--- config.mk ---
export PLATFORM = sky130hd
export DESIGN_NAME = lookahead_adder
export DESIGN_NICKNAME = d
export VERILOG_FILES = /design/src/rtl/lka_pkg.sv /design/src/rtl/lka_bit_pg.sv /design/src/rtl/lka_group.sv /design/src/rtl/lka_level2.sv /design/src/rtl/lka_sum_xor.sv /design/src/rtl/lookahead_adder.sv
export SDC_FILE = /design/constraint.sdc
export NUM_CORES = 1
export LEC_CHECK = 0
export ABC_AREA = 1
export BUFFER_PORTS_ARGS = -buffer_cell sky130_fd_sc_hd__buf_2
export CAP_MARGIN = 20
export CORE_MARGIN = 5
export CORE_UTILIZATION = 48
export DETAILED_ROUTE_END_ITERATION = 7
export PLACE_DENSITY = 0.91
export SLEW_MARGIN = 25
export SYNTH_ARGS = -nofsm -noshare
export SYNTH_HDL_FRONTEND = slang
export SYNTH_HIERARCHICAL = 1
export SYNTH_SLANG_ARGS = --single-unit
--- constraint.sdc ---
create_clock -name vclk -period 1.1
set_input_delay 0.055 -clock vclk [all_inputs]
set_output_delay 0.055 -clock vclk [all_outputs]
set_load 0.05 [all_outputs]
--- src/rtl/lka_pkg.sv ---
// Package lka_pkg
// Shared constants and the flat lookahead carry function.
// Assumes: no lookahead span wider than LKA_MAXW terms.
package lka_pkg;

    localparam int LKA_MAXW = 32;

    // Carry out of the lowest n positions of a generate/propagate span
    // with carry c0 entering position 0. The loop unrolls into a flat
    // OR of AND terms, so depth does not grow with position.
    function automatic logic span_carry(
        input logic [LKA_MAXW-1:0] gen_v,
        input logic [LKA_MAXW-1:0] prop_v,
        input logic                c0,
        input int                  n
    );
        logic acc;
        logic run;
        acc = 1'b0;
        run = 1'b1;
        for (int j = LKA_MAXW - 1; j >= 0; j--) begin
            if (j < n) begin
                acc = acc | (run & gen_v[j]);
                run = run & prop_v[j];
            end
        end
        return acc | (run & c0);
    endfunction

endpackage

--- src/rtl/lka_bit_pg.sv ---
// Module lka_bit_pg
// Forms the generate and propagate term of every bit position.
// Assumes: propagate is the inclusive OR, so the sum is formed
// from the operands directly and not from propagate.
module lka_bit_pg #(
    parameter int WIDTH = 16
) (
    input  logic [WIDTH-1:0] op_a,
    input  logic [WIDTH-1:0] op_b,
    output logic [WIDTH-1:0] bit_gen,
    output logic [WIDTH-1:0] bit_prop
);

    for (genvar i = 0; i < WIDTH; i++) begin : g_bit
        // One generate/propagate pair per bit
        assign bit_gen[i]  = op_a[i] & op_b[i];
        assign bit_prop[i] = op_a[i] | op_b[i];
    end

endmodule

--- src/rtl/lka_group.sv ---
// Module lka_group
// First lookahead level. Carries into each bit of one group and the
// group generate/propagate pair.
// Assumes: GW <= LKA_MAXW.
module lka_group
    import lka_pkg::*;
#(
    parameter int GW = 4
) (
    input  logic [GW-1:0] bit_gen,
    input  logic [GW-1:0] bit_prop,
    input  logic          grp_cin,
    output logic [GW-1:0] bit_cin,
    output logic          grp_gen,
    output logic          grp_prop
);

    // Expanded carry into each bit, from the terms and the group carry-in only
    always_comb begin
        for (int k = 0; k < GW; k++) begin
            bit_cin[k] = span_carry(LKA_MAXW'(bit_gen), LKA_MAXW'(bit_prop),
                                    grp_cin, k);
        end
    end

    // Group generate: carry out of the whole group with no carry entering
    assign grp_gen  = span_carry(LKA_MAXW'(bit_gen), LKA_MAXW'(bit_prop),
                                 1'b0, GW);
    // Group propagate: every bit of the group propagates
    assign grp_prop = &bit_prop;

endmodule

--- src/rtl/lka_level2.sv ---
// Module lka_level2
// Second lookahead level. Applies the same expansion to the group terms
// and returns the carry into each group and the final carry-out.
// Assumes: NG <= LKA_MAXW.
module lka_level2
    import lka_pkg::*;
#(
    parameter int NG = 4
) (
    input  logic [NG-1:0] grp_gen,
    input  logic [NG-1:0] grp_prop,
    input  logic          carry_in,
    output logic [NG-1:0] grp_cin,
    output logic          carry_out
);

    // Carry into each group, flat in the group terms and carry_in
    always_comb begin
        for (int k = 0; k < NG; k++) begin
            grp_cin[k] = span_carry(LKA_MAXW'(grp_gen), LKA_MAXW'(grp_prop),
                                    carry_in, k);
        end
    end

    // Carry out of the top group
    assign carry_out = span_carry(LKA_MAXW'(grp_gen), LKA_MAXW'(grp_prop),
                                  carry_in, NG);

endmodule

--- src/rtl/lka_sum_xor.sv ---
// Module lka_sum_xor
// Sum bits from the operands and the carry into each bit.
// Assumes: the carries are final (both lookahead levels resolved).
module lka_sum_xor #(
    parameter int WIDTH = 16
) (
    input  logic [WIDTH-1:0] op_a,
    input  logic [WIDTH-1:0] op_b,
    input  logic [WIDTH-1:0] bit_cin,
    output logic [WIDTH-1:0] sum_o
);

    // Three-input XOR per bit
    assign sum_o = op_a ^ op_b ^ bit_cin;

endmodule

--- src/rtl/lookahead_adder.sv ---
// Module lookahead_adder
// Top of the two-level carry-lookahead adder. Per-bit terms feed GROUP-bit
// lookahead groups, and the group terms feed a second lookahead level.
// Purely combinational.
// Assumes: WIDTH is a multiple of GROUP, and both GROUP and WIDTH/GROUP
// are at most lka_pkg::LKA_MAXW.
module lookahead_adder #(
    parameter int WIDTH = 16,
    parameter int GROUP = 4
) (
    input  logic [WIDTH-1:0] op_a,
    input  logic [WIDTH-1:0] op_b,
    input  logic             carry_in,
    output logic [WIDTH-1:0] sum_o,
    output logic             carry_out
);

    localparam int NG = WIDTH / GROUP;

    logic [WIDTH-1:0] bit_gen;
    logic [WIDTH-1:0] bit_prop;
    logic [WIDTH-1:0] bit_cin;
    logic [NG-1:0]    grp_gen;
    logic [NG-1:0]    grp_prop;
    logic [NG-1:0]    grp_cin;

    lka_bit_pg #(.WIDTH(WIDTH)) pg_i (
        .op_a     (op_a),
        .op_b     (op_b),
        .bit_gen  (bit_gen),
        .bit_prop (bit_prop)
    );

    for (genvar k = 0; k < NG; k++) begin : g_grp
        lka_group #(.GW(GROUP)) grp_i (
            .bit_gen  (bit_gen[k*GROUP +: GROUP]),
            .bit_prop (bit_prop[k*GROUP +: GROUP]),
            .grp_cin  (grp_cin[k]),
            .bit_cin  (bit_cin[k*GROUP +: GROUP]),
            .grp_gen  (grp_gen[k]),
            .grp_prop (grp_prop[k])
        );
    end

    lka_level2 #(.NG(NG)) lvl2_i (
        .grp_gen   (grp_gen),
        .grp_prop  (grp_prop),
        .carry_in  (carry_in),
        .grp_cin   (grp_cin),
        .carry_out (carry_out)
    );

    lka_sum_xor #(.WIDTH(WIDTH)) sum_i (
        .op_a    (op_a),
        .op_b    (op_b),
        .bit_cin (bit_cin),
        .sum_o   (sum_o)
    );

endmodule

==> reports/metrics.cfg, run 1 <==
[synthesis]
synthesis.nets = 362
synth_warnings = 6
ys_seq_area_share_pct = 0
syn_area_per_cell_um2 = 3.94
synth_cells = 329
synth_area_mm2 = 0.00130
ys_top_cells_by_area = nand2_1 (49%), inv_1 (34%), nand3_1 (9.3%)
synth_top_area_cell = nand2_1
yosysTopAreaCellShare_pct = 48.6
ys_types = 7

[placed_design]
place.gp.congestion = 0.774
io_buffers = 50
dp.final_hpwl_um = 2840

[grt]
grt_max_degree = 5

[outcome]
outcome = did not finish
failed_stage = global routing
error = [ERROR DPL-0038] Utilization greater than 100%, impossible to legalize

[die]
die-height_um = 62.0
die_w_um = 62.0
row_count = 18
start_util_pct = 51.4
pin_count = 50

[logic make-up after synthesis]
logic type	count (synthesis)	synth area share, %
AO/OA/AOI/OAI	9	3.47
buffers and inverters	121	36.5
AND/OR/NAND/NOR	199	60.1
[through the flow]
step | TNS, ns | hold slack, ns | area [µm²] | setup slack (ns) | cells
after CTS | -2.48 | 0.527 | 2390 | -0.292 | 444
after detailed placement | -4.75 | 0.594 | 1850 | -0.513 | 430
after global placement | -4.27 | 0.592 | 1850 | -0.470 | 430
after floorplan | -0.0836 | 0.361 | 1410 | -0.0469 | 329
[timing repair]
item	4_1_cts
pin swaps	58
setup buffers	17
resized for setup	145
hold buffers	0
setup endpoints to repair	13
[synthesized netlist by cell type]
library cell / number
inv_1: 116
or2_0: 1
nand3_1: 24
a21oi_1: 9
nor2_1: 6
buf_4: 5
nand2_1: 168
==> run 2: changes to the inputs <==
Settings changed: CORE_AREA set to 5 5 66 68, CORE_MARGIN 5 to unset, CORE_UTILIZATION 48 to unset, DIE_AREA set to 0 0 71 73, PLACE_DENSITY 0.91 to unset, PLACE_DENSITY_LB_ADDON set to 0.15.
Clock period 1.1 ns to 1.45 ns, I/O delays scaled along.
==> run 2 against run 1 <==
Compared with the run above: the flow now finishes without violations; synthesized cell count is the same; synthesized area stayed put.
==> reports/metrics.cfg, run 2 <==
[grt]
track_usage_pct = 11.2
overflow = 0
grt_max_degree = 6
grt_pass1_wl_um = 5270
antenna_found_initial = 0
grt_pass1_vias = 1471

[synthesis]
synth_compound_area_share_pct = 3.47
synth_warnings = 6
synthMuxAreaShare_pct = 0
ys_top_cells_by_count = nand2_1 (168), inv_1 (116), nand3_1 (24)
ys_seq_area_share_pct = 0
synth_top_area_cell = nand2_1
synth_cells = 329
synth_xor_area_share_pct = 0
synth_top_family_by_area = simple AND/OR/NAND/NOR gates
synthAdderAreaFrac_pct = 0
synthesis.nets = 362
ys_types = 7
synth_area_mm2 = 0.00130
yosys.cell_count.top_type = nand2_1
syn_area_per_cell_um2 = 3.94
ys_top_cells_by_area = nand2_1 (49%), inv_1 (34%), nand3_1 (9.3%)
yosysTopAreaCellShare_pct = 48.6
synth_simple_gate_area_share_pct = 60.1

[die]
die-area_mm2 = 0.00518
die-height_um = 73
pin_count = 50
die_w_um = 71
start_util_pct = 34.2
core_mm2 = 0.00380
row_count = 23

[route]
first_iter_violations = 29
viasPerCell = 3.94
vias = 1835
dr.pass1.iters = 4
antenna_left = 0
drc_errors = 0
wire_per_inst_um = 6.79
drt-total-wl_um = 3170

[worst_setup_path]
crit_top_cell = nand2_2
crit_slowest_cell = a21oi_2
cp.arrival_ns = 1.34
path_class = input port to primary output
worstPathRequired_ns = 1.38
crit_chain = buf_2, nand2_2, inv_2, nand2_2, nand2_1, nand2_2, nand2_2, a21oi_2, nand2_2, nand2_2, nand2_2, nand2_2, nand2_2, inv_2, nand2_1, nand2_1, buf_6
max_stage_delay_ns = 0.16
critPathLaunchType = input port
cp-end-kind = primary output
cp_max_fo = 3

[finish]
instances_no_fill = 466
num-fill-cells = 419
final_common_cell = nand2_1
clockBufferCount = 0
layout_common_cells = nand2_1 (127), inv_1 (91), buf_4 (47), nand2_2 (36), buf_2 (27)
drive_gt1_share_pct = 40.6
nNetsFinal = 451
design.seq.count = 0
fin_util_pct = 58.1
diodes = 0
regArea_um2 = 0
multi_input_area_mm2 = 0.00101
area_growth_pct = 70.1

[placed_design]
io_buffers = 50
dp.cells = 457
dp.final_hpwl_um = 2570
place.gp.congestion = 0.713

[pwr]
p_switching_mw = 0.626
pwr-share-seq_pct = 0
pwr-share-clk_pct = 0
p_sw_share_pct = 60.9
cellLeakagePower_nw = 1.68
power.density_mw_per_mm2 = 466
p_int_mw = 0.402
ir_worst_vdd_uv = 186
comb_power_share_pct = 100.0

[timing]
worstMarginPinSlew_ns = 0.258
period_needed_ns = 1.41
setup_viol = 0
period_share_pct = 97.2
fmax_ghz = 0.710
hold_ws_ns = 0.584
slew_viol_final = 0
hold_viol_final = 0
rsz0062_at_grt = yes
slew_headroom_pct = 82.9

[outcome]
outcome = finished, final reports clean

[hold_path]
min_path_type = input port to primary output

[flow_run]
maxCapViolCount = 0

==> run 2: per-layer routing <==
metal  track usage (%)  share of wire, %  wire length, µm
met5                 0                 0                0
met4                 0                 0                0
met3             0.275               3.9              123
met2              22.5                52             1630
met1              14.1                44             1410
==> run 2: layout make-up <==
class	count	area share, %
multi-input combinational	208	45.6
inverter	116	20.0
tap	50	2.83
timing repair buffer	92	31.6
==> run 2: cell families (layout without fill, tap and decap cells) <==
kind of cell,after synthesis,count (layout)
simple gates,199,199
compound gates,9,9
buf+inv,121,208
==> run 2: what timing repair did <==
action                                  CTS  global route
setup buffers                             5             4
endpoints found under the hold margin     0             0
pin swaps                                 8            34
endpoints found under the setup margin   11            12
hold buffers                              0             0
gates resized for setup                  21           111
==> run 2: critical path, delay by kind of cell <==
family / cells / cell delay, ns
compound gates: 1 / 0.16
buf+inv: 4 / 0.35
simple gates: 12 / 0.74
==> run 2: final timing paths <==
kind | depth (start not counted) | slack [ns] | start | endpoint
max | 17 | 0.04 | op_a[4] | sum_o[15]
min | 5 | 0.58 | op_a[15] | sum_o[15]
==> run 2: power by group through the flow <==
| stage | Sequential (mW) | Combinational, mW | Clock [mW] |
|---|---|---|---|
| after floorplan | 0 | 0.591 | 0 |
| after global placement | 0 | 0.832 | 0 |
| after detailed placement | 0 | 0.841 | 0 |
| after CTS | 0 | 0.896 | 0 |
| after global routing | 0 | 1.13 | 0 |
| final | 0 | 1.03 | 0 |
==> run 2: per-stage QoR <==
stage | power, mW | worst slack (ns) | area, µm² | TNS (ns)
6_report | 1.03 | 0.0411 | 2210 | 0
5_1_grt | 1.13 | -0.0977 | 2210 | -0.318
4_1_cts | 0.896 | -0.0156 | 1920 | -0.0156
3_5_place_dp | 0.841 | -0.208 | 1820 | -1.02
3_3_place_gp | 0.832 | -0.194 | 1820 | -0.887
2_1_floorplan | 0.591 | 0.0232 | 1300 | 0
No activity file was read; power rests on OpenSTA's default activity.
==> run 3: changes to the inputs <==
Settings changed: BUFFER_PORTS_ARGS -buffer_cell sky130_fd_sc_hd__buf_2 to unset, DONT_BUFFER_PORTS set to 1.
==> run 3 against run 2 <==
Compared with the run above: largest cell class unchanged; highest routed layer unchanged; clock-buffer cell count unchanged; critical endpoint is now sum_o[11]; die area unchanged; non-clock buffer count down 70.
==> reports/metrics.cfg, run 3 (synthesis gave the netlist of run 2 again) <==
[finish]
regArea_um2 = 0
multi_input_area_um2 = 930
diodes = 0
area_growth_pct = 33.7
design.seq.count = 0
layout_common_cells = nand2_1 (138), inv_1 (114), nand2_2 (29), nand3_1 (24), buf_12 (11)
clockBufferCount = 0
final_common_cell = nand2_1
num-fill-cells = 463
fin_util_pct = 45.7
instances_no_fill = 396
stdcell_area_mm2 = 0.00173
nNetsFinal = 381
drive_gt1_share_pct = 17.1

[die]
core_mm2 = 0.00380
start_util_pct = 34.2
die-height_um = 73
die_w_um = 71
pin_count = 50
row_count = 23
die-area_mm2 = 0.00518

[grt]
track_usage_pct = 9.89
grt_max_degree = 6
overflow = 0
antenna_found_initial = 0
grt_pass1_vias = 1230
grt_pass1_wl_um = 4610

[route]
vias = 1601
drt-total-wl_um = 2830
wire_per_inst_um = 7.15
viasPerCell = 4.04
dr.pass1.iters = 4
drc_errors = 0
antenna_left = 0
first_iter_violations = 41

[hold_path]
min_path_type = input port to primary output

[pwr]
p_int_mw = 0.379
comb_power_share_pct = 100.0
pwr-share-clk_pct = 0
ir_worst_vdd_uv = 193
pwr-share-seq_pct = 0
p_switching_mw = 0.564
p_sw_share_pct = 59.8
power.density_mw_per_mm2 = 544
cellLeakagePower_nw = 1.39

[outcome]
outcome = finished, final reports clean

[timing]
slew_viol_final = 0
setup_viol = 0
hold_viol_final = 0
period_needed_ns = 1.32
period_share_pct = 91.1
fmax_ghz = 0.757
slew_headroom_pct = 69.2
worstMarginPinSlew_ns = 0.461

[worst_setup_path]
critPathLaunchType = input port
path_class = input port to primary output
worstPathRequired_ns = 1.38
cp-end-kind = primary output
cp_max_fo = 4
cp.arrival_ns = 1.25

[placed_design]
io_buffers = 0
dp.final_hpwl_um = 2470
place_area_mm2 = 0.00160
dp.cells = 392
place.gp.congestion = 0.748

[flow_run]
maxCapViolCount = 0

[cts]
ctsHoldBuffers = 0

run 3: cell count changes in the layout (fill, tap and decap cells not counted), sizes merged:
| cell | previous run | this run |
|---|---|---|
| buf | 92 | 22 |
run 3: worst paths after layout:
path,start,to,slack (ns),depth (start not counted)
max,op_a[6],sum_o[11],0.13,17
min,op_a[7],sum_o[7],0.48,4
run 3: per-stage QoR:
step / setup TNS (ns) / hold slack [ns] / worst slack (ns) / power [mW]
global placement: 0 / 0.491 / 0.0201 / 0.873
global route: -0.0700 / 0.495 / -0.0296 / 1.02
CTS: 0 / 0.492 / 0.0110 / 0.884
detailed placement: -0.0473 / 0.492 / -0.0331 / 0.881
finish: 0 / 0.477 / 0.129 / 0.943
floorplan: 0 / 0.534 / 0.0232 / 0.591
run 3: layout make-up:
type / count / area share [%]
Multi-Input combinational cell: 208 / 53.6
Inverter: 116 / 25.1
Tap cell: 50 / 3.61
Timing Repair Buffer: 22 / 17.7
run 3: repair_timing:
action | in CTS | in global routing
buffers inserted | 0 | 4
pin swaps | 0 | 16
endpoints found under the hold margin | 0 | 0
gates resized for setup | 1 | 40
endpoints found under the setup margin | 3 | 8
run 3: per-layer routing:
metal  share of wire [%]  up-vias  GRT usage (%)
met1                  45      638           12.2
li1                    -      934              -
met2                  48       29           19.3
met4                   0        0              0
met3                 6.9        0           1.38
met5                   0        -              0
run 3: critical path, stage by stage:
cell,delay [ns]
inv_1,0.04
nand2_2,0.07
nand2_2,0.10
inv_1,0.04
nand2_1,0.07
nand2_2,0.06
buf_4,0.13
inv_2,0.04
nand2_2,0.06
nand2_2,0.07
nand2_2,0.06
nand2_1,0.05
nand2_1,0.06
inv_1,0.05
nand2_1,0.05
nand2_2,0.07
buf_12,0.13
run 3: power groups by stage:
stage	Clock [mW]	Combinational (mW)	Sequential (mW)
floorplan	0	0.591	0
global placement	0	0.873	0
detailed placement	0	0.881	0
CTS	0	0.884	0
global route	0	1.02	0
finish	0	0.943	0
==> run 4: changes to the inputs <==
Clock period 1.45 ns to 1.6 ns, I/O delays scaled along.
==> run 4 against run 3 <==
Compared with the run above: worst setup slack gained 0.068 ns; sequential cell count is the same; via count shrank 5.0%; largest power group unchanged; die area is the same; utilization shrank 4.8 points; sequential share of layout area is the same.
==> reports/metrics.cfg, run 4 (synthesis gave the netlist of run 2 again) <==
[hold_path]
min_path_type = input port to primary output
hold_start = op_a[6]
whs_path_depth = 4
whs_endpoint = sum_o[6]

[flow_run]
maxCapViolCount = 0

[die]
row_count = 23
start_util_pct = 34.2
die-height_um = 73
core_mm2 = 0.00380
die-area_mm2 = 0.00518
pin_count = 50
die_w_um = 71

[finish]
area_growth_pct = 19.6
diodes = 0
drive_gt1_share_pct = 7.42
nNetsFinal = 372
num-fill-cells = 467
fin_util_pct = 40.8
regArea_um2 = 0
layout_common_cells = nand2_1 (159), inv_1 (116), nand3_1 (24), nand2_2 (9)
final_common_cell = nand2_1
stdcell_area_mm2 = 0.00155
instances_no_fill = 387
design.seq.count = 0
clockBufferCount = 0

[placed_design]
io_buffers = 0
place.gp.congestion = 0.735
place_area_mm2 = 0.00152
dp.cells = 387
dp.final_hpwl_um = 2380
detailedPlace.worstSlack_ns = 0.0990

[grt]
grt_pass1_wl_um = 4600
use_met1_pct = 12.3
grt_pass1_vias = 1224
globalRouteMet2Util_pct = 18.9
antenna_found_initial = 0
grt_use_met3_pct = 1.52
overflow = 0
track_usage_pct = 9.86
grt-busiest-layer = met2
grt_max_degree = 6

[cts]
post_cts_buffers = 0

[worst_setup_path]
crit_slowest_cell = nor2_2
worstPathRequired_ns = 1.52
cp-end-kind = primary output
cp_max_fo = 4
max_stage_delay_ns = 0.16
path_class = input port to primary output
critPathLaunchType = input port
path_buf_inv = 3
cp.arrival_ns = 1.32
critical_path.top_delay_family = simple AND/OR/NAND/NOR gates
crit_top_cell = nand2_1
crit_chain = inv_1, nand2_1, nand2_2, nor2_2, nand2_1, inv_1, nand2_1, nand2_2, nand2_1, nand2_2, nand2_1, nand2_1, nand3_1, nand2_1, buf_12

[timing]
rsz0062_at_grt = no
period_share_pct = 87.7
worstMarginPinSlew_ns = 0.478
period_needed_ns = 1.40
slew_viol_final = 0
fmax_ghz = 0.713
slew_headroom_pct = 68.0
hold_viol_final = 0
tns_ns = 0
setup_slack_ns = 0.197
hold_ws_ns = 0.499
setup_viol = 0

[route]
viasPerCell = 3.93
antenna_left = 0
wire_per_inst_um = 6.91
vias = 1521
drt-total-wl_um = 2670
dr.pass1.iters = 4
drc_errors = 0
first_iter_violations = 67

[outcome]
outcome = finished, final reports clean

[pwr]
cellLeakagePower_nw = 1.32
power.density_mw_per_mm2 = 482
ir_worst_vdd_uv = 192
total_power_mw = 0.748

## run 4: layer usage
layer,up-vias,share of wire (%)
met5,-,0
met4,0,0
met3,0,7.1
met2,28,45
met1,575,48
li1,918,-
## run 4: timing repair
action,4_1_cts,5_1_grt
endpoints found under the setup margin,0,5
hold buffers,0,0
gates resized for setup,0,12
## run 4: worst max-delay path by stage
stage                     startpoint        end  cells after the start
after floorplan              op_a[1]  sum_o[15]                     16
after global placement       op_a[1]  sum_o[15]                     17
after detailed placement     op_a[1]  sum_o[11]                     18
after CTS                    op_a[1]  sum_o[11]                     18
after global routing         op_a[1]  sum_o[11]                     18
final                       op_a[10]  sum_o[15]                     15
## run 4: power by group
| part | internal [mW] | switching [mW] | total [mW] | leakage, nW |
|---|---|---|---|---|
| Clock | 0 | 0 | 0 | 0 |
| Combinational | 0.272 | 0.475 | 0.748 | 1.32 |
| Sequential | 0 | 0 | 0 | 0 |
## run 4: cell type report
| class | count | area, µm² | share of cell area [%] |
|---|---|---|---|
| multi-input combinational | 208 | 856 | 55.2 |
| tap | 50 | 62.6 | 4.03 |
| timing repair buffer | 13 | 198 | 12.7 |
| inverter | 116 | 435 | 28.1 |
